$ cat src/rtl/range_clamp.sv
module range_clamp #(
  parameter int NUM_BANKS = 16,
  parameter int DW        = 16,
  localparam int AW       = $clog2(NUM_BANKS),
  localparam int BW       = 2 * DW
) (
  input  logic                 clk,
  input  logic                 rst_n,
  input  logic                 lim_we,
  input  logic [AW-1:0]        lim_waddr,
  input  logic [BW-1:0]        lim_wdata,
  input  logic                 clamp_en,
  input  logic [AW-1:0]        bank_sel,
  input  logic                 in_valid,
  input  logic signed [DW-1:0] in_sample,
  output logic                 out_valid,
  output logic signed [DW-1:0] out_sample
);

  localparam logic [BW-1:0] OPEN_RANGE = {1'b0, {(DW-1){1'b1}}, 1'b1, {(DW-1){1'b0}}};

  logic [BW-1:0]        bank_q [NUM_BANKS];
  logic [BW-1:0]        sel_word;
  logic signed [DW-1:0] sel_lo, sel_hi, clamped, result;

  always_ff @(posedge clk or negedge rst_n) begin
    if (!rst_n) begin
      for (int i = 0; i < NUM_BANKS; i++) bank_q[i] <= OPEN_RANGE;
    end else if (lim_we) begin
      bank_q[lim_waddr] <= lim_wdata;
    end
  end

  assign sel_word = bank_q[bank_sel];
  assign sel_lo   = sel_word[DW-1:0];
  assign sel_hi   = sel_word[BW-1:DW];

  assign clamped = (in_sample < sel_lo) ? sel_lo :
                   (in_sample > sel_hi) ? sel_hi : in_sample;
  assign result  = clamp_en ? clamped : in_sample;

  always_ff @(posedge clk or negedge rst_n) begin
    if (!rst_n) begin
      out_valid  <= 1'b0;
      out_sample <= '0;
    end else begin
      out_valid <= in_valid;
      if (in_valid) out_sample <= result;
    end
  end

endmodule


$ cat config.mk
export PLATFORM = sky130hd
export DESIGN_NAME = range_clamp
export DESIGN_NICKNAME = d
export VERILOG_FILES = /design/src/rtl/range_clamp.sv
export SDC_FILE = /design/constraint.sdc
export NUM_CORES = 1
export LEC_CHECK = 0
export BUFFER_PORTS_ARGS = -buffer_cell sky130_fd_sc_hd__buf_2
export CAP_MARGIN = 10
export CORE_ASPECT_RATIO = 0.5
export CORE_MARGIN = 4
export CORE_UTILIZATION = 45
export DETAILED_ROUTE_END_ITERATION = 10
export GPL_TIMING_DRIVEN = 0
export HOLD_SLACK_MARGIN = 0.03
export PLACE_DENSITY_LB_ADDON = 0.25
export SETUP_SLACK_MARGIN = 0.02
export SLEW_MARGIN = 20
export SYNTH_ARGS = -nofsm -noshare
export SYNTH_HDL_FRONTEND = slang
export SYNTH_SLANG_ARGS = --single-unit
$ cat constraint.sdc
create_clock -name clk -period 6.3 [get_ports clk]
set_clock_uncertainty 0.15 [all_clocks]
set_input_delay 0.315 -clock clk [delete_from_list [all_inputs] [get_ports clk]]
set_output_delay 0.315 -clock clk [all_outputs]
set_load 0.005 [all_outputs]
After elaboration in Yosys (flattened, before gate mapping)
Cells that the tools add are included.
Cells by class
  order comparisons: 5
  multiplexer cells: 9
  bitwise gates (word level): 2
  reductions and logical operators: 1
Operators with widths (number)
  512-bit bitwise mux: 1
  32-bit binary-select mux with 4-bit select: 1
  32-bit demux with 4-bit select: 1
  32-bit two-way mux: 3
  16-bit two-way mux: 3
  16-bit greater-than comparator: 1
  16-bit < comparator: 1
  5-bit greater-or-equal comparator (second input constant): 2
  4-bit inverter with 5-bit output: 2
  5-bit by 1-bit < comparator with 1-bit output (second input constant): 1
  1-bit logical AND: 1
Word-level totals
  flip-flop bits (word level): 529
  input port bits: 61
  output and inout port bits: 17
  logic and storage cells: 35

Longest topological paths before layout
  depth after elaboration: 8
  mapped depth: 16
  mapped depth without buffers: 12

Worst setup path before layout
No wires, ideal clock.
  path kind: input -> register
  start: in bank_sel[0]
  end: reg out_sample[10]
  library setup time: 0.086 ns
  data arrival time: 3.698 ns
  data required time: 6.064 ns
  path slack: 2.366 ns
  cell stages on the path: 13
  path buffers: 3
  cells stage by stage: buf_2 -> buf_4 -> mux4_2 -> a22o_1 -> a221oi_1 -> ha_1 -> a21o_1 -> a221oi_1 -> o211ai_1 -> o21ai_1 -> buf_2 -> mux2_2 -> o221ai_2
Between the ends
  word-level cells in the longest chain between the ends: 8
  elaborated cells between the ends (all ways): 9
  those cells by class: 2 x order compare; 6 x mux; 1 x bitwise
Ends and longest elaborated chain
  start: declaration: line 13  | input logic [AW-1:0] bank_sel,
  4-bit inverter with 5-bit output (not written as such) *: line 34  | assign sel_word = bank_q[bank_sel];
  32-bit binary-select mux with 4-bit select *: line 34
  32-bit two-way mux (not written as such) * (2 in a row): line 34
  16-bit greater-than comparator: line 39  | (in_sample > sel_hi) ? sel_hi : in_sample;
  16-bit two-way mux: line 39
  16-bit two-way mux *: line 38  | assign clamped = (in_sample < sel_lo) ? sel_lo :
  16-bit two-way mux *: line 40  | assign result = clamp_en ? clamped : in_sample;
  end signal: assignment: line 48  | if (in_valid) out_sample <= result;
  end: declaration: line 17  | output logic signed [DW-1:0] out_sample
Mark *: on every way between the ends. The rest lies on a longest branch, timed or not. The select of a mux whose other input is x is not followed.
A chain may end at the register's enable or synchronous reset.

Final worst setup path
  start: in bank_sel[1]
  end: reg out_sample[6]
The elaborated chain is that of the path after synthesis.

==> results.json <==
{
  "leakagePower_nw": 11.5,
  "cp.required_ns": 6.63,
  "worstPathMaxFanout": 10,
  "grt_pass1_wl_um": 99400,
  "start_util": 0.460,
  "hold_violations": 0,
  "die_area_um2": 59800,
  "place_inst": 2420,
  "cts_buffer_depth": 3,
  "root_buffer": "clkbuf_16",
  "die_width_um": 342,
  "synth_cell_type_count": 53,
  "routed_wl_um": 65000,
  "area_growth_syn_to_layout_pct": 14.1,
  "gp_congestion": 0.832,
  "dp_slack_ns": 0.735,
  "grt_use_met2": 0.346,
  "antenna_found_initial": 2,
  "layout.nets": 1857,
  "syn_inst": 1596,
  "ir_worst_vdd_mv": 0.208,
  "rsz0062_at_grt": "no",
  "synth_seq_cells": 529,
  "arrival_ns": 5.33,
  "tightest_slew_ns": 1.27,
  "drtIter0Drc": 1137,
  "instances_no_fill": 2548,
  "avgSynthCellArea_um2": 15.7,
  "cts_inserted_buffers": 49,
  "ys_seq_area_frac": 0.541,
  "cap_viol_max_count": 0,
  "drcViolationCount": 0,
  "final_common_cell": "mux2_2",
  "gr-total-overflow": 0,
  "final_cell_mix": "mux2_2, dfrtp_1, dfstp_2, mux4_2, clkbuf_1",
  "setup_violations": 0,
  "cts_tree": "built",
  "max_freq_ghz": 0.200,
  "ios": 78,
  "start_kind": "primary input",
  "via_per_inst": 5.78,
  "min_path_type": "primary input to flip-flop",
  "clk_pin_slew_worst_paths_ns": 0.07,
  "h-tree-depth": 2,
  "grt_max_degree": 98,
  "port_buffers": 74,
  "period_minus_slack_ns": 5.00,
  "synth_edf_count": 0,
  "synth_area_leader_cell": "dfrtp_1",
  "die-height_um": 175,
  "rows": 60,
  "netlist.area_leader.share": 0.273,
  "cp-end-kind": "flip-flop",
  "grt_pass1_vias": 15600,
  "vias": 14700,
  "power_mw": 9.91,
  "status": "complete, no violations",
  "async_flop_share": 1.00,
  "slew_headroom": 0.144,
  "syn-num-nets": 1688,
  "layout-drive-gt1-share": 0.622,
  "synth-warning-count": 0,
  "clk-insertion-delay-late_ns": 0.57,
  "grt_use_met3": 0.0369,
  "power.density_nw_per_um2": 347,
  "wl_per_cell_um": 25.5,
  "cts.sinks": 529,
  "crit_type": "primary input to flip-flop",
  "dp_hpwl_um": 43700,
  "fin_hold_ws_ns": 0.0546,
  "netlist_area_um2": 25100,
  "post-cts-setup-buffers": 0,
  "synth_area_leaders": "dfrtp_1, dfstp_2, mux2_2, mux4_2, ha_1",
  "grt.busiest_layer": "met2",
  "grtUsageTotal": 0.220,
  "layout_setup_ws_ns": 1.30,
  "finalCritPeriodShare": 0.794,
  "coreArea_um2": 54400,
  "synth-main-ff-cell": "dfrtp_1",
  "finalSetupTns_ns": 0,
  "drv_slew": 0,
  "dr.pass1.iters": 5,
  "grt_use_met1": 0.322,
  "final_antenna_net_count": 0
}
## logic make-up (layout without fill, tap and decap cells)
kind of cell	Yosys count	after routing	synth area share
flops	529	529	0.541
mux	688	688	0.366
simple gates	70	70	0.0149
buf+inv	154	361	0.0256
other cells	0	1	0
fa+ha+maj	31	31	0.0155
compound gates	124	124	0.0368
## critical path, stage by stage
cell and delay (ns):
buf_6 0.16, buf_2 0.41, clkbuf_1 0.77, mux4_2 0.43
a221oi_1 0.69, ha_1 0.38, and3_1 0.21, a221oi_1 0.27
o211ai_1 0.16, o21ai_1 0.59, buf_2 0.40, mux2_2 0.38
o221ai_2 0.13
## Yosys cell counts, drive strengths merged, types with 6 or more instances
master / n
o21ai: 52
o221ai: 16
nand2: 21
a221oi: 16
nor2: 14
ha: 31
nand4: 6
mux4: 128
a22o: 15
dfrtp: 273
a21oi: 7
buf: 43
inv: 18
mux2: 543
clkbuf: 93
dfstp: 256
mux2i: 17
## power by group
group | switching, mW | internal, mW
clock | 1.33 | 1.79
combinational | 0.815 | 1.16
sequential | 0.372 | 4.45
total | 2.51 | 7.40
## layout make-up
class | instances | area, µm²
sequential | 529 | 13600
tap | 744 | 931
inverter | 18 | 67.6
clock inverter | 14 | 183
multi-input combinational | 913 | 10900
antenna | 1 | 2.50
timing repair buffer | 118 | 926
fill | 4490 | 25800
buffer | 136 | 574
clock buffer | 75 | 1480
## flip-flops by register name, indices dropped and copies added, names as in the netlist
| name | flops |
|---|---|
| bank_q | 512 |
| out_valid | 1 |
| out_sample | 16 |
## final timing paths
| kind | slack (ns) | from | cells past startpoint | end |
|---|---|---|---|---|
| max in group asynchronous | 4.39 | rst_n | 5 | bank_q[294] |
| max reg2reg | 1.64 | bank_q[151] | 10 | out_sample[6] |
| max | 1.30 | bank_sel[1] | 13 | out_sample[6] |
| min in group asynchronous | 0.23 | rst_n | 2 | bank_q[121] |
| min | 0.05 | clamp_en | 3 | out_sample[1] |
| min reg2reg | 0.35 | bank_q[142] | 1 | bank_q[142] |
## timing repair
item / in CTS / in global routing
hold buffers: 38 / 0
hold endpoints to repair: 226 / 0
resized for setup: 0 / 0
setup endpoints to repair: 0 / 0
## per-layer routing
layer / wire length (µm) / part of all wire
met2: 30200 / 0.46
met5: 14 / 0.00022
met4: 1570 / 0.024
met1: 30500 / 0.47
met3: 2770 / 0.043
## stage by stage
stage | util | cell area (µm²)
floorplan | - | 25100
global placement | 0.484 | 26400
detailed placement | 0.488 | 26500
CTS | 0.525 | 28600
global route | 0.525 | 28600
finish | 0.525 | 28600
(Power assumes the default switching activity.)
